--- config.mk ---
export PLATFORM = sky130hd
export DESIGN_NAME = qspi_master
export DESIGN_NICKNAME = d
export VERILOG_FILES = /design/src/rtl/qspi_pkg.sv /design/src/rtl/qspi_shift.sv /design/src/rtl/qspi_seq.sv /design/src/rtl/qspi_master.sv
export SDC_FILE = /design/constraint.sdc
export NUM_CORES = 1
export LEC_CHECK = 0
export ABC_AREA = 1
export CORE_MARGIN = 5
export CORE_UTILIZATION = 47
export DETAILED_ROUTE_END_ITERATION = 10
export DONT_BUFFER_PORTS = 1
export PLACE_DENSITY_LB_ADDON = 0.15
export SLEW_MARGIN = 10
export SYNTH_ARGS = -nofsm -noshare
export SYNTH_HDL_FRONTEND = slang
export SYNTH_SLANG_ARGS = --single-unit
--- constraint.sdc ---
create_clock -name clk -period 2.7 [get_ports clk]
set_input_delay 0.54 -clock clk [delete_from_list [all_inputs] [get_ports clk]]
set_output_delay 0.54 -clock clk [all_outputs]
set_load 0.05 [all_outputs]
--- src/rtl/qspi_pkg.sv ---
package qspi_pkg;
    typedef enum logic [1:0] {SH_IDLE, SH_LOW, SH_HIGH} sh_state_t;
    typedef enum logic [1:0] {SQ_IDLE, SQ_SHIFT, SQ_GAP} sq_state_t;
    localparam int CMD_CONT_BIT  = 7;
    localparam int CMD_LEAD_BIT  = 6;
    localparam int CTRL_EN_BIT   = 0;
    localparam int CTRL_HOLD_BIT = 1;
endpackage

--- src/rtl/qspi_shift.sv ---
module qspi_shift
    import qspi_pkg::*;
#(
    parameter int HALF_W = 8
) (
    input  logic              clk,
    input  logic              rst_n,
    input  logic              start,
    input  logic [7:0]        tx_byte,
    input  logic [HALF_W-1:0] half,
    input  logic              long_lead,
    input  logic              miso,
    output logic              sclk,
    output logic              mosi,
    output logic              done,
    output logic [7:0]        rx_byte
);
    typedef struct packed {
        sh_state_t       st;
        logic [HALF_W:0] cnt;
        logic [2:0]      bitn;
        logic [7:0]      tx;
        logic [7:0]      rx;
        logic            sclk;
        logic            done;
    } sh_t;

    sh_t s_d, s_q;

    always_comb begin
        s_d      = s_q;
        s_d.done = 1'b0;
        case (s_q.st)
            SH_IDLE: begin
                if (start) begin
                    s_d.tx   = tx_byte;
                    s_d.bitn = 3'd0;
                    s_d.cnt  = long_lead ? {half, 1'b0} : {1'b0, half};
                    s_d.sclk = 1'b0;
                    s_d.st   = SH_LOW;
                end
            end
            SH_LOW: begin
                if (s_q.cnt <= 1) begin
                    s_d.sclk = 1'b1;
                    s_d.rx   = {s_q.rx[6:0], miso};
                    s_d.cnt  = {1'b0, half};
                    s_d.st   = SH_HIGH;
                end else begin
                    s_d.cnt = s_q.cnt - 1'b1;
                end
            end
            SH_HIGH: begin
                if (s_q.cnt <= 1) begin
                    s_d.sclk = 1'b0;
                    if (s_q.bitn == 3'd7) begin
                        s_d.done = 1'b1;
                        s_d.st   = SH_IDLE;
                    end else begin
                        s_d.bitn = s_q.bitn + 3'd1;
                        s_d.tx   = {s_q.tx[6:0], 1'b0};
                        s_d.cnt  = {1'b0, half};
                        s_d.st   = SH_LOW;
                    end
                end else begin
                    s_d.cnt = s_q.cnt - 1'b1;
                end
            end
            default: s_d.st = SH_IDLE;
        endcase
    end

    always_ff @(posedge clk or negedge rst_n) begin
        if (!rst_n) begin
            s_q <= '{st: SH_IDLE, default: '0};
        end else begin
            s_q <= s_d;
        end
    end

    assign sclk    = s_q.sclk;
    assign mosi    = s_q.tx[7];
    assign done    = s_q.done;
    assign rx_byte = s_q.rx;

    // data line must hold still for the whole high phase
    p_mosi_stable_r5: assert property (@(posedge clk) disable iff (!rst_n)
        (s_q.sclk && $past(s_q.sclk)) |-> $stable(s_q.tx[7]));
endmodule

--- src/rtl/qspi_seq.sv ---
module qspi_seq
    import qspi_pkg::*;
#(
    parameter int SLOTS  = 16,
    parameter int HALF_W = 8,
    localparam int PTR_W = $clog2(SLOTS)
) (
    input  logic              clk,
    input  logic              rst_n,
    input  logic              go,
    input  logic [PTR_W-1:0]  new_ptr,
    input  logic [PTR_W-1:0]  end_ptr,
    input  logic              hold_after,
    input  logic              release_cs,
    input  logic [HALF_W-1:0] half,
    input  logic              cmd_cont,
    input  logic              sh_done,
    output logic [PTR_W-1:0]  slot,
    output logic              sh_start,
    output logic              cs_on,
    output logic              rx_we,
    output logic              run_done
);
    typedef struct packed {
        sq_state_t         st;
        logic [PTR_W-1:0]  slot;
        logic              cs_on;
        logic              start;
        logic              done;
        logic [HALF_W-1:0] gap;
    } sq_t;

    sq_t s_d, s_q;

    always_comb begin
        s_d       = s_q;
        s_d.start = 1'b0;
        s_d.done  = 1'b0;
        case (s_q.st)
            SQ_IDLE: begin
                if (go) begin
                    if (new_ptr > end_ptr) begin
                        s_d.done = 1'b1;
                    end else begin
                        s_d.slot  = new_ptr;
                        s_d.cs_on = 1'b1;
                        s_d.start = 1'b1;
                        s_d.st    = SQ_SHIFT;
                    end
                end else if (release_cs) begin
                    s_d.cs_on = 1'b0;
                end
            end
            SQ_SHIFT: begin
                if (sh_done) begin
                    if (s_q.slot == end_ptr) begin
                        s_d.done  = 1'b1;
                        s_d.cs_on = hold_after;
                        s_d.st    = SQ_IDLE;
                    end else if (cmd_cont) begin
                        s_d.slot  = s_q.slot + 1'b1;
                        s_d.start = 1'b1;
                    end else begin
                        s_d.slot  = s_q.slot + 1'b1;
                        s_d.cs_on = 1'b0;
                        s_d.gap   = half;
                        s_d.st    = SQ_GAP;
                    end
                end
            end
            SQ_GAP: begin
                if (s_q.gap <= 1) begin
                    s_d.cs_on = 1'b1;
                    s_d.start = 1'b1;
                    s_d.st    = SQ_SHIFT;
                end else begin
                    s_d.gap = s_q.gap - 1'b1;
                end
            end
            default: s_d.st = SQ_IDLE;
        endcase
    end

    always_ff @(posedge clk or negedge rst_n) begin
        if (!rst_n) begin
            s_q <= '{st: SQ_IDLE, default: '0};
        end else begin
            s_q <= s_d;
        end
    end

    assign slot     = s_q.slot;
    assign sh_start = s_q.start;
    assign cs_on    = s_q.cs_on;
    assign rx_we    = (s_q.st == SQ_SHIFT) && sh_done;
    assign run_done = s_q.done;

    // the active slot never runs past the last-slot pointer
    p_slot_in_range_r4: assert property (@(posedge clk) disable iff (!rst_n)
        (s_q.st == SQ_SHIFT) |-> (s_q.slot <= end_ptr));
    // an inverted pointer pair ends the run on the next cycle
    p_empty_run_r12: assert property (@(posedge clk) disable iff (!rst_n)
        (s_q.st == SQ_IDLE && go && new_ptr > end_ptr) |=> run_done);
endmodule

--- src/rtl/qspi_master.sv ---
module qspi_master
    import qspi_pkg::*;
#(
    parameter int SLOTS  = 16,
    parameter int HALF_W = 8,
    localparam int PTR_W  = $clog2(SLOTS),
    localparam int AW     = $clog2(5 * SLOTS + 6)
) (
    input  logic          clk,
    input  logic          rst_n,
    input  logic          bus_valid,
    input  logic          bus_write,
    input  logic [AW-1:0] bus_addr,
    input  logic [7:0]    bus_wdata,
    output logic [7:0]    bus_rdata,
    output logic          sclk,
    output logic          mosi,
    input  logic          miso,
    output logic          cs_n
);
    localparam int A_RX   = 2 * SLOTS;
    localparam int A_CMD  = 4 * SLOTS;
    localparam int A_NEWQ = 5 * SLOTS;
    localparam int A_ENDQ = A_NEWQ + 1;
    localparam int A_CTRL = A_NEWQ + 2;
    localparam int A_STAT = A_NEWQ + 3;
    localparam int A_LOCK = A_NEWQ + 4;
    localparam int A_HALF = A_NEWQ + 5;

    typedef struct packed {
        logic [SLOTS-1:0][7:0] tx;
        logic [SLOTS-1:0][7:0] rx;
        logic [SLOTS-1:0][7:0] cmd;
        logic [PTR_W-1:0]      newq;
        logic [PTR_W-1:0]      endq;
        logic [HALF_W-1:0]     half;
        logic                  en;
        logic                  hold;
        logic                  fin;
        logic                  lock;
    } reg_t;

    reg_t r_d, r_q;

    logic             go, release_cs;
    logic [PTR_W-1:0] seq_slot;
    logic             sh_start, sh_done, cs_on, rx_we, run_done;
    logic [7:0]       rx_byte;
    logic [HALF_W-1:0] half_eff;
    logic             wr, in_tx, in_rx, in_cmd;
    logic [PTR_W-1:0] pair_idx, cmd_idx;

    assign wr       = bus_valid && bus_write;
    assign in_tx    = bus_addr < AW'(A_RX);
    assign in_rx    = (bus_addr >= AW'(A_RX)) && (bus_addr < AW'(A_CMD));
    assign in_cmd   = (bus_addr >= AW'(A_CMD)) && (bus_addr < AW'(A_NEWQ));
    assign pair_idx = bus_addr[PTR_W:1];
    assign cmd_idx  = bus_addr[PTR_W-1:0];
    assign half_eff = (r_q.half == '0) ? HALF_W'(1) : r_q.half;

    always_comb begin
        r_d        = r_q;
        go         = 1'b0;
        release_cs = 1'b0;
        if (rx_we) r_d.rx[seq_slot] = rx_byte;
        if (wr) begin
            if (!r_q.en) begin
                if (in_tx && !bus_addr[0]) r_d.tx[pair_idx] = bus_wdata;
                if (in_cmd) r_d.cmd[cmd_idx] = bus_wdata;
                if (bus_addr == AW'(A_NEWQ)) r_d.newq = bus_wdata[PTR_W-1:0];
                if (bus_addr == AW'(A_ENDQ)) r_d.endq = bus_wdata[PTR_W-1:0];
                if (bus_addr == AW'(A_HALF)) r_d.half = bus_wdata[HALF_W-1:0];
                if (bus_addr == AW'(A_CTRL)) begin
                    r_d.hold = bus_wdata[CTRL_HOLD_BIT];
                    if (bus_wdata[CTRL_EN_BIT]) begin
                        r_d.en = 1'b1;
                        go     = 1'b1;
                    end
                end
            end
            if (bus_addr == AW'(A_STAT) && !bus_wdata[0]) r_d.fin = 1'b0;
            if (bus_addr == AW'(A_LOCK)) begin
                r_d.lock = bus_wdata[0];
                if (!bus_wdata[0] && !r_q.en) release_cs = 1'b1;
            end
        end
        if (run_done) begin
            r_d.en  = 1'b0;
            r_d.fin = 1'b1;
        end
    end

    always_ff @(posedge clk or negedge rst_n) begin
        if (!rst_n) begin
            r_q      <= '0;
            r_q.half <= HALF_W'(4);
        end else begin
            r_q <= r_d;
        end
    end

    always_comb begin
        bus_rdata = '0;
        if (in_tx && !bus_addr[0]) bus_rdata = r_q.tx[pair_idx];
        if (in_rx && bus_addr[0])  bus_rdata = r_q.rx[pair_idx];
        if (in_cmd)                bus_rdata = r_q.cmd[cmd_idx];
        case (bus_addr)
            AW'(A_NEWQ): bus_rdata = 8'(r_q.newq);
            AW'(A_ENDQ): bus_rdata = 8'(r_q.endq);
            AW'(A_CTRL): bus_rdata = {6'd0, r_q.hold, r_q.en};
            AW'(A_STAT): bus_rdata = {7'd0, r_q.fin};
            AW'(A_LOCK): bus_rdata = {7'd0, r_q.lock};
            AW'(A_HALF): bus_rdata = 8'(r_q.half);
            default: ;
        endcase
    end

    qspi_seq #(.SLOTS(SLOTS), .HALF_W(HALF_W)) u_seq (
        .clk(clk), .rst_n(rst_n), .go(go),
        .new_ptr(r_q.newq), .end_ptr(r_q.endq),
        .hold_after(r_q.hold), .release_cs(release_cs), .half(half_eff),
        .cmd_cont(r_q.cmd[seq_slot][CMD_CONT_BIT]), .sh_done(sh_done),
        .slot(seq_slot), .sh_start(sh_start), .cs_on(cs_on),
        .rx_we(rx_we), .run_done(run_done)
    );

    qspi_shift #(.HALF_W(HALF_W)) u_shift (
        .clk(clk), .rst_n(rst_n), .start(sh_start),
        .tx_byte(r_q.tx[seq_slot]), .half(half_eff),
        .long_lead(r_q.cmd[seq_slot][CMD_LEAD_BIT]), .miso(miso),
        .sclk(sclk), .mosi(mosi), .done(sh_done), .rx_byte(rx_byte)
    );

    assign cs_n = ~cs_on;

    // clock stays low whenever the slave is deselected
    p_cs_sclk_low_r5: assert property (@(posedge clk) disable iff (!rst_n)
        cs_n |-> !sclk);
    // end of run drops enable and raises finished
    p_done_flags_r3: assert property (@(posedge clk) disable iff (!rst_n)
        run_done |=> (!r_q.en && r_q.fin));
    // setup state is frozen while a run is active
    p_frozen_setup_r11: assert property (@(posedge clk) disable iff (!rst_n)
        (r_q.en && $past(r_q.en)) |-> ($stable(r_q.newq) && $stable(r_q.tx) && $stable(r_q.half)));
endmodule

==> Yosys cells after proc, flatten, opt, wreduce, memory -nomap -nowiden <==
Index checks and enable logic that the tools add are counted.
{ "op_classes": {"addsub": 4, "multipliers": 0, "div": 0, "n_lt_le_gt_ge": 14, "n_eq_ne": 27, "shifts": 0, "mux": 81, "n_bitwise": 2, "reduce_logical": 41} }
{ "ops": {"columns": ["op", "count"], "rows": [
  ["bitwise mux 128 bit", 3],
  ["binary-select mux 8 bit (select 4 bit)", 5],
  ["two-way mux 8 bit", 16],
  ["demux 8 bit (select 4 bit)", 3],
  ["one-hot mux 8 bit (6 select lines)", 1],
  ["equality test 7 bit (second input constant)", 6],
  ["two-way mux 9 bit", 3],
  ["one-hot mux 9 bit (3 select lines)", 1],
  ["two-way mux 1 bit", 24],
  ["AND reduction 3 bit", 8],
  ["two-way mux 22 bit", 1],
  ["one-hot mux 11 bit (2 select lines)", 1],
  ["two-way mux 2 bit", 10],
  ["two-way mux 20 bit", 1],
  ["one-hot mux 2 bit (3 select lines)", 3],
  ["two-way mux 17 bit", 1],
  ["one-hot mux 8 bit (2 select lines)", 1],
  ["< comparator 4 x 5 -> 1 bit (second input constant)", 3],
  ["AND reduction 5 bit", 3],
  ["< comparator 7 bit (second input constant)", 2],
  ["inequality test 2 bit (second input constant)", 7],
  [">= comparator 4 x 1 -> 1 bit (second input constant)", 3],
  ["inequality test 3 bit (second input constant)", 4],
  ["logical AND 1 bit", 11],
  ["30 further kinds", 48]
]} }
{ "word_totals": {"reg_bits": 453, "latchBits": 0, "ram_bits": 0, "romBits": 0, "inputBits": 20, "out_inout_bits": 11, "wordCells": 237, "n_memories": 0} }

==> Logic depth before layout (Yosys ltp) <==
Gate-level depths: netlist of the first run.
{ "depth": {"word_depth": 8, "mapped_depth": 14, "mapped_depth_nobuf": 13} }

==> Modules after synthesis <==
A second synthesis of the first run with hierarchy kept.
{ "unflattened": {"cells_unflattened": 3278, "hier_area_um2": 23861.6} }
{ "by_module_without_submodules": {"columns": ["mod", "instances", "cells_each", "area_per_inst_um2", "seq_area_each_um2"], "rows": [
  ["qspi_master", 1, 2773, 20378.3, 10110.9],
  ["qspi_shift", 1, 294, 2097.0, 800.8],
  ["qspi_seq", 1, 211, 1386.3, 425.4]
]} }

==> Worst setup path after synthesis of the first run <==
No wires, ideal clock.
{ "synth_path": {"path_kind": "input -> output", "startpoint": "input bus_addr[1]", "endpoint": "output bus_rdata[0]", "t_arrival_ps": 2075, "required_ps": 2160, "setup_slack_ps": 85, "cell_stages": 12, "n_path_buf": 3, "path_cell_list": "buf_4 > inv_1 > nand2_1 > buf_2 > inv_2 > buf_2 > a22oi_1 > nand2_1 > nand2_1 > nand4_1 > nand2_1 > nand4_1"} }
{ "synth_between": {"elab_chain_len": 6, "word_cells_on_any_way": 25, "cone_classes": "5 x order compare; 6 x eq/ne; 10 x mux; 4 x reduce/logical"} }
{ "synth_lines": {"columns": ["element", "line_no", "rtl"], "rows": [
  ["from (decl)", "qspi_master.sv:13", "input logic [AW-1:0] bus_addr,"],
  ["< comparator 7 x 6 -> 1 bit (tied with other cells)", "qspi_master.sv:54", "assign in_tx = bus_addr < AW'(A_RX);"],
  ["logical AND 1 bit (tied with other cells)", "qspi_master.sv:104", "if (in_tx && !bus_addr[0]) bus_rdata = r_q.tx[pair_idx];"],
  ["two-way mux 8 bit or logical AND 1 bit (tied branches)", "qspi_master.sv:104, qspi_master.sv:105", null],
  ["two-way mux 8 bit", "qspi_master.sv:105", "if (in_rx && bus_addr[0]) bus_rdata = r_q.rx[pair_idx];"],
  ["two-way mux 8 bit", "qspi_master.sv:106", "if (in_cmd) bus_rdata = r_q.cmd[cmd_idx];"],
  ["one-hot mux 8 bit (6 select lines) (*)", "qspi_master.sv:107", "case (bus_addr)"],
  ["to (decl)", "qspi_master.sv:15", "output logic [7:0] bus_rdata,"]
]} }
Every way passes the cells marked *; elsewhere a longest branch is shown, timed or not. The select of a mux whose other input is x is not followed.

==> Worst setup path in the final report of the first run <==
{ "layout_path": {"startpoint": "input bus_addr[1]", "endpoint": "output bus_rdata[1]"} }
Same word-level chain as after synthesis.

==> flow_summary.yaml, run 1 <==
placement:
  placed_area_sq_um: 23600
  hpwl_mm: 45.9
  place_ws_ps: -163
  place.gp.congestion: 0.958
  port_buffers: 0
global_routing:
  grt_remaining_overflow: 0
  grt_start_max_net_pins: 454
  antenna_found_initial: 0
  grt_pass1_vias: 19559
  grt_first_pass_wirelength_mm: 111
  grt_use_total_pct: 26.3
synth:
  syn_area_per_cell_sq_um: 7.61
  syn_inst: 2950
  synthMostInstantiatedCell: "nand2_1"
  synth_top_area_share_pct: 50.4
  yosysSeqAreaShare_pct: 50.5
  synthFlopType: "dfrtp_1"
  syn-num-nets: 2988
  synth_top_area_cell: "dfrtp_1"
  synth.area.top_cells: "dfrtp_1, nand2_1, o21ai_0, nor2_1, inv_1"
  synth-edff-count: 0
  async_flop_share_pct: 100
  synth_cell_types: 39
  synth_area_sq_um: 22400
  yosysWarnings: 0
  ys_ff_latch: 453
  synthTopCellsByCount: "nand2_1, o21ai_0, dfrtp_1"
route:
  drc_errors: 0
  ant_nets: 0
  num_vias: 20427
  routed_wl_mm: 70.3
  wire_per_inst_microns: 19.6
  dr.pass1.iters: 6
  drt_iter0_drc: 2166
  avgViaCountPerCell: 5.69
power:
  power_density_nw_per_um2: 658
  combinationalPowerShare_pct: 12.5
  netSwitchingPower_w: 0.00459
  p_seq_share_pct: 44.5
  peakVddDrop_uv: 524
  clock_power_share_pct: 42.9
  p_int_w: 0.0122
  p_leak_nw: 11.8
  switching_share_pct: 27.3
clock_tree:
  clkSinkCount: 453
  root_buffer: "clkbuf_16"
  cts_max_level: 2
  cts_tree: "yes"
  clkLatencyLatePin_ps: 590
  cts.clk_slew.worst_paths_ps: 50
  cts_buffer_depth: 3
  cts_buffers: 52
setup_path:
  cp.arrival_ps: 2110
  worstPathRequired_ps: 2160
  critPathLaunchType: "input pin"
  end_kind: "output pin"
  cp_max_fo: 55
  worstSetupPathType: "in -> out"
  r2r.worst_path.cells: 6
floorplan:
  dieHeight_microns: 229
  initial_utilization_pct: 47.3
  die_area_sq_um: 52200
  io-pin-count: 31
  rows: 80
  core_sq_um: 47400
  die_w_microns: 229
min_path:
  hp-class: "in -> async"
sta:
  relSlewSlack_pct: 7.45
  rsz0062_at_grt: "true"
  period_needed_ps: 2650
  finClkSkew_ps: 14.5
  hold_viol: 452
  whs_ps: -351
  finalMaxSlewViolations: 0
  worstMarginPinSlew_ps: 1390
  fin_ws_ps: 45.5
  clock.fmax_mhz: 377
  setup_viol: 0
  finalCritPeriodShare_pct: 98.3
layout:
  drive_above_1_share_pct: 8.58
  fin_nets: 2974
  fillers: 4480
  synthToLayoutAreaGrowth_pct: 14.0
  stdcell_area_sq_um: 25600
outcome:
  status: "finished, violations left"
  violations: "negative hold slack"
run:
  drv_cap: 0
[final timing paths]
path / startpoint / end / slack, ps
worst min register to register: u_seq.run_done / r_q[3] / 450
min in group clk: bus_wdata[0] / r_q[3] / 110
worst max-delay path: bus_addr[1] / bus_rdata[1] / 50
worst max register to register: u_seq.slot[1] / r_q[180] / 390
max in group asynchronous: rst_n / u_seq.slot[0] / 1900
worst min-delay path: rst_n / r_q[37] / -350
[metal layers]
metal  wire length [microns]  vias up  track usage (%)  part of all wire (%)
li1                        -     9627                -                     -
met1                   31400     9817             37.9                    45
met2                   31400      850             41.2                    45
met3                    5340      133             4.43                   7.6
met4                    2070        0             8.22                   2.9
met5                       0        -                0                     0
[placed cells by master (no fill, tap or decap), drive strengths merged]
| cell | count |
|---|---|
| xor2 | 8 |
| a21boi | 1 |
| nor3b | 1 |
| clkinv | 11 |
| diode | 1 |
| a211oi | 1 |
| nand3 | 96 |
| xnor2 | 1 |
| or2 | 1 |
| a21o | 1 |
| bufinv | 5 |
| clkbuf | 77 |
| nand4 | 95 |
| o21a | 1 |
| o2bb2ai | 1 |
| a22oi | 12 |
| a21oi | 85 |
| o21ai | 553 |
| nor3 | 8 |
| nand2 | 1025 |
| dfrtp | 452 |
| buf | 105 |
| inv | 176 |
| a31oi | 3 |
| dfstp | 1 |
| nor2 | 192 |
| clkinvlp | 3 |
| o21bai | 2 |
| o22ai | 35 |
| ha | 18 |
| o211ai | 3 |
[logic make-up after synthesis]
group                    after synthesis  share of synthesized area, %
buffers and inverters                354                          6.25
AO/OA/AOI/OAI                        698                          16.0
AND/OR/NAND/NOR                     1418                          25.8
flip-flops                           453                          50.5
XOR/XNOR                               9                         0.351
adder cells (fa/ha/maj)               18                          1.00
[registers in the layout (all words and copies together) (netlist names)]
name,cells
u_seq.run_done,1
u_shift.sclk,1
u_seq.slot,4
u_seq.sh_start,1
u_seq.cs_on,1
u_seq.s_q,10
r_q,404
u_shift.s_q,21
u_shift.done,1
u_shift.mosi,1
u_shift.rx_byte,8
[power by group through the flow]
stage | combinational, W | clock (W) | sequential, W
floorplan | 0.00143 | 0 | 0.00750
global placement | 0.00202 | 0 | 0.00760
detailed placement | 0.00206 | 0 | 0.00760
CTS | 0.00207 | 0.00736 | 0.00749
global route | 0.00238 | 0.00764 | 0.00753
finish | 0.00210 | 0.00723 | 0.00749
[per-stage QoR]
| stage | power (W) | cells | utilization [%] | setup TNS (ps) |
|---|---|---|---|---|
| after floorplan | 0.00893 | 2950 | - | 0 |
| after detailed placement | 0.00966 | 3492 | 49.8 | -524 |
| after CTS | 0.0169 | 3583 | 53.5 | -1.99 |
| after global placement | 0.00962 | 3492 | 49.8 | -375 |
| final | 0.0168 | 3589 | 53.9 | 0 |
| after global routing | 0.0176 | 3588 | 53.9 | -172 |
[critical path: stages]
cell	delay (ps)
inv_1	100
buf_4	120
nor2_2	40
buf_12	170
a22oi_1	160
nand2_1	110
nand2_1	80
nand4_1	220
nand2_1	140
nand4_1	100
buf_4	170
buf_12	140
[layout make-up]
type                    instances  area, sq um  area share, %
clock inverters                17          219          0.856
diodes                          1         2.50        0.00978
well taps                     615          769           3.01
inverters                     178          672           2.63
multi-input cells            2143         9800           38.3
flip-flops and latches        453        11300           44.3
repair buffers                108         1250           4.89
clock buffers                  74         1540           6.00
[repair_timing]
action	4_1_cts	5_1_grt
gates resized for setup	20	37
hold endpoints to repair	453	452
setup endpoints to repair	8	8
buffers inserted	0	7
pin swaps	4	25
cloned	0	3
(Power assumes the default switching activity.)
==> run 2, diff against run 1 <==
==> constraint.sdc (replaced) <==
create_clock -name clk -period 3.2 [get_ports clk]
set_input_delay 0.64 -clock clk [delete_from_list [all_inputs] [get_ports clk]]
set_output_delay 0.64 -clock clk [all_outputs]
set_load 0.05 [all_outputs]
==> flow_summary.yaml, run 2 (same netlist as run 1, synthesis figures left out) <==
outcome:
  status: "finished, violations left"
  violations: "negative hold slack, max-slew violations"
sta:
  finalCritPeriodShare_pct: 97.8
  relSlewSlack_pct: -23.2
  worstMarginPinSlew_ps: 1850
  fin_ws_ps: 69.3
  period_needed_ps: 3130
  finalMaxSlewViolations: 208
  clock.fmax_mhz: 319
  whs_ps: -245
  finClkSkew_ps: 26.0
  hold_viol: 202
  setup_viol: 0
  rsz0062_at_grt: "false"
clock_tree:
  cts_buffer_depth: 3
  clkSinkCount: 453
  cts_max_level: 2
  cts_tree: "yes"
  cts.clk_slew.worst_paths_ps: 60
  clkLatencyLatePin_ps: 590
  post_cts_buffers: 0
  root_buffer: "clkbuf_16"
  cts_buffers: 49
layout:
  multi_input_area_sq_um: 9720
  final_cells: 3538
  final_util_pct: 52.1
  fillers: 4641
  seq_area_sq_um: 11300
  reg_top3: "r_q: 404 flops, u_shift.s_q: 21 flops, u_seq.s_q: 10 flops"
  antenna_cells: 0
  largest_register_ffs: 404
  top_register: "r_q"
  layout_common_cells: "nand2_1, o21ai_0, dfrtp_1"
  layout_commonest_cell: "nand2_1"
  fin_nets: 2927
  drive_above_1_share_pct: 5.95
  synthToLayoutAreaGrowth_pct: 10.1
global_routing:
  grt_start_max_net_pins: 454
  antenna_found_initial: 2
  grt_use_total_pct: 26.1
  grt_remaining_overflow: 0
  grt_first_pass_wirelength_mm: 110
  grt_pass1_vias: 19323
setup_path:
  slowest_stage: "o21ai_0"
  critPathLaunchType: "input pin"
  cp.arrival_ps: 2490
  path_buf_inv: 4
  r2r_setup_slack_ps: 660
  worstPathRequired_ps: 2560
  path_cells: "nand2_1 > inv_1 > buf_4 > nand2_1 > nand2_1 > o21ai_0 > nand4_1 > buf_4 > buf_12"
  worstSetupPathType: "in -> out"
  cp_max_fo: 16
  cpMostUsedCell: "nand2_1"
  critPathTopFamily: "buffers and inverters"
  critPathMaxStageDelay_ps: 370
  end_kind: "output pin"
floorplan:
  die_area_sq_um: 52200
  initial_utilization_pct: 47.3
  io-pin-count: 31
  rows: 80
  dieHeight_microns: 229
  core_sq_um: 47400
  die_w_microns: 229
power:
  p_leak_nw: 11.4
  peakVddDrop_uv: 400
  power_density_nw_per_um2: 547
route:
  avgViaCountPerCell: 5.69
  routed_wl_mm: 69.4
  dr.pass1.iters: 5
  ant_nets: 0
  wire_per_inst_microns: 19.6
  drc_errors: 0
  num_vias: 20141
  drt_iter0_drc: 2171
placement:
  place.gp.congestion: 0.909
  hpwl_mm: 44.8
  dpl.cell_count: 3453
  port_buffers: 0
  place_ws_ps: -23.2
min_path:
  hp-class: "in -> async"
run:
  drv_cap: 0
[run 2: cell count changes in the layout (fill, tap and decap cells not counted), sizes merged]
| cell | delta |
|---|---|
| buf | -41 |
| bufinv | -4 |
| clkinv | -3 |
| clkinvlp | -3 |
| clkbuf | +1 |
| diode | -1 |
[run 2: area by class of cell]
type | instances | area share, %
Tap cell | 615 | 3.11
Timing Repair Buffer | 64 | 2.75
Sequential cell | 453 | 45.9
Clock inverter | 7 | 0.243
Inverter | 178 | 2.70
Clock buffer | 78 | 5.97
Multi-Input combinational cell | 2143 | 39.3
[run 2: worst reg2reg max path, stage by stage, from the launching register on]
cell,delay (ps)
dfrtp_2,400
inv_1,530
ha_1,280
nand2_1,150
nor2_1,830
o21ai_0,180
[run 2: worst paths after layout]
check,cells past startpoint,to,from
min reg2reg,1,r_q[3],u_seq.run_done
max in group asynchronous,0,u_seq.slot[0],rst_n
min in group clk,2,r_q[3],bus_wdata[0]
max reg2reg,5,r_q[259],u_seq.slot[1]
max,9,bus_rdata[6],bus_addr[3]
min,0,r_q[39],rst_n
[run 2: repair_timing]
action | CTS | global route
endpoints found under the setup margin | 2 | 3
resized for setup | 2 | 3
hold endpoints to repair | 453 | 452
[run 2: through the flow]
stage               hold WS, ps  cell area [sq um]  total power (W)  TNS, ps
floorplan                   344              22400          0.00753        0
global placement            356              23200          0.00804    -46.2
detailed placement          357              23200          0.00808    -26.0
CTS                        -268              24700           0.0136        0
global route               -275              24700           0.0141        0
finish                     -245              24700           0.0135        0
[run 2: report_power, final]
part / internal, W / switching (W)
Sequential: 0.00603 / 0.000286
Combinational: 0.000509 / 0.00118
Clock: 0.00321 / 0.00229
Total: 0.00975 / 0.00375
[run 2: layer usage]
metal  wire (microns)  part of all wire, %  GRT usage, %  vias up
met5                0                    0             0        -
met4             1810                  2.6          8.28        0
met3             5100                  7.4          4.17      131
met2            31500                   45          41.2      760
met1            30900                   45          37.1     9703
li1                 -                    -             -     9547
==> run 3, diff against run 2 <==
--- a/config.mk
+++ b/config.mk
@@ -10,7 +10,7 @@
 export CORE_UTILIZATION = 47
 export DETAILED_ROUTE_END_ITERATION = 10
 export DONT_BUFFER_PORTS = 1
-export PLACE_DENSITY_LB_ADDON = 0.15
+export PLACE_DENSITY = 0.65
 export SLEW_MARGIN = 10
 export SYNTH_ARGS = -nofsm -noshare
 export SYNTH_HDL_FRONTEND = slang
==> flow_summary.yaml, run 3 (same netlist as run 1, synthesis figures left out) <==
power:
  peakVddDrop_uv: 324
  p_seq_share_pct: 45.7
  clock_power_share_pct: 42.0
  netSwitchingPower_w: 0.00388
  switching_share_pct: 28.0
  combinationalPowerShare_pct: 12.3
  p_int_w: 0.00997
  p_leak_nw: 11.5
  power_density_nw_per_um2: 558
sta:
  relSlewSlack_pct: 15.7
  rsz0062_at_grt: "false"
  whs_ps: -274
  setup_viol: 1
  finalCritPeriodShare_pct: 101
  finClkSkew_ps: 29.7
  fin_ws_ps: -35.1
  period_needed_ps: 3240
  clock.fmax_mhz: 309
  finalMaxSlewViolations: 0
  hold_viol: 357
  worstMarginPinSlew_ps: 1270
  setup_tns_ps: -35.1
route:
  wire_per_inst_microns: 19.6
  num_vias: 20395
  ant_nets: 0
  drc_errors: 0
  dr.pass1.iters: 6
  avgViaCountPerCell: 5.77
  routed_wl_mm: 69.3
  drt_iter0_drc: 2746
setup_path:
  end_kind: "output pin"
  cpMostUsedCell: "o21ai_0"
  critPathMaxStageDelay_ps: 400
  cp_max_fo: 3
  r2r.worst_path.cells: 10
  slowest_stage: "dfrtp_1"
  worstSetupPathType: "reg -> out"
  worstPathRequired_ps: 2560
  critPathLaunchType: "flop"
  path_cells: "nand2_1 > o21ai_0 > o21ai_0 > nand2_1 > o21ai_0 > buf_4 > nand4_1 > buf_12"
  cp.arrival_ps: 2600
placement:
  place.gp.congestion: 0.955
  hpwl_mm: 45.7
  port_buffers: 0
clock_tree:
  cts.clk_slew.worst_paths_ps: 60
  clkLatencyLatePin_ps: 610
  root_buffer: "clkbuf_16"
  cts_buffer_depth: 3
  cts_tree: "yes"
  cts_max_level: 2
  clkSinkCount: 453
  cts_buffers: 49
floorplan:
  die_area_sq_um: 52200
  initial_utilization_pct: 47.3
  die_w_microns: 229
  core_sq_um: 47400
  io-pin-count: 31
  rows: 80
  dieHeight_microns: 229
layout:
  antenna_cells: 0
  fin_nets: 2926
  reg_top3: "r_q: 404 flops, u_shift.s_q: 21 flops, u_seq.s_q: 10 flops"
  top_register: "r_q"
  fillers: 4534
  drive_above_1_share_pct: 6.16
  largest_register_ffs: 404
  layout_commonest_cell: "nand2_1"
  synthToLayoutAreaGrowth_pct: 10.7
  layout_common_cells: "nand2_1, o21ai_0, dfrtp_1"
  final_util_pct: 52.3
global_routing:
  grt_remaining_overflow: 0
  grt_pass1_vias: 19242
  grt_first_pass_wirelength_mm: 110
  grt_start_max_net_pins: 454
  grt_use_total_pct: 26.0
  antenna_found_initial: 0
run:
  drv_cap: 0
outcome:
  violations: "negative hold slack, negative setup slack"
  status: "finished, violations left"
min_path:
  hp-class: "in -> async"
## run 3: cell count changes in the layout (fill, tap and decap cells not counted), moves of 2 or more
cell,previous run,this run
buf_12,16,18
clkbuf_8,14,9
clkinv_4,0,2
clkbuf_1,15,8
inv_6,0,2
buf_4,48,44
bufinv_16,1,5
## run 3: through the flow
step / instance area (sq um) / setup slack [ps] / total power (W) / std cells
after floorplan: 22400 / 385 / 0.00753 / 2950
after global placement: 23200 / -11.7 / 0.00805 / 3450
after detailed placement: 23200 / -70.5 / 0.00810 / 3450
after CTS: 24800 / 15.6 / 0.0139 / 3534
after global routing: 24800 / 14.5 / 0.0144 / 3536
final: 24800 / -35.1 / 0.0139 / 3536
## run 3: cell type report
type | instances | area (sq um) | share of cell area (%)
flip-flops and latches | 453 | 11300 | 45.7
multi-input cells | 2143 | 9720 | 39.2
clock buffers | 66 | 1380 | 5.56
well taps | 615 | 769 | 3.10
repair buffers | 63 | 702 | 2.83
inverters | 178 | 668 | 2.69
clock inverters | 18 | 248 | 0.998
## run 3: metal layers
metal | track usage, % | up-vias | wire, microns
met5 | 0 | - | 0
met4 | 9.32 | 0 | 2500
met3 | 3.80 | 179 | 5670
met2 | 40.0 | 946 | 30700
met1 | 37.9 | 9738 | 30400
li1 | - | 9532 | -
## run 3: power by group through the flow
stage	clock network (W)	registers (W)	logic [W]
2_1_floorplan	0	0.00633	0.00120
3_3_place_gp	0	0.00642	0.00163
3_5_place_dp	0	0.00642	0.00167
4_1_cts	0.00591	0.00632	0.00168
5_1_grt	0.00616	0.00636	0.00192
6_report	0.00582	0.00633	0.00170
## run 3: what timing repair did
item	CTS	global route
pin swaps	0	2
buffers inserted	0	2
setup endpoints to repair	2	6
hold endpoints to repair	453	453
gates resized for setup	2	5
## run 3: worst paths after layout
path                            slack [ps]            endpoint           start
worst max-delay path                   -40        bus_rdata[1]        r_q[277]
worst min-delay path                  -270             r_q[45]           rst_n
worst max register to register         610        u_seq.s_q[0]   u_seq.slot[0]
worst min register to register         440              r_q[3]  u_seq.run_done
max in group asynchronous             2420  u_shift.rx_byte[2]           rst_n
min in group clk                       180              r_q[3]    bus_wdata[0]
## run 3: critical path, delay by kind of cell, from the launching register on
family	cells	cell delay, ps
AO/OA/AOI/OAI	3	680
buffers and inverters	2	450
flip-flops	1	400
AND/OR/NAND/NOR	3	440
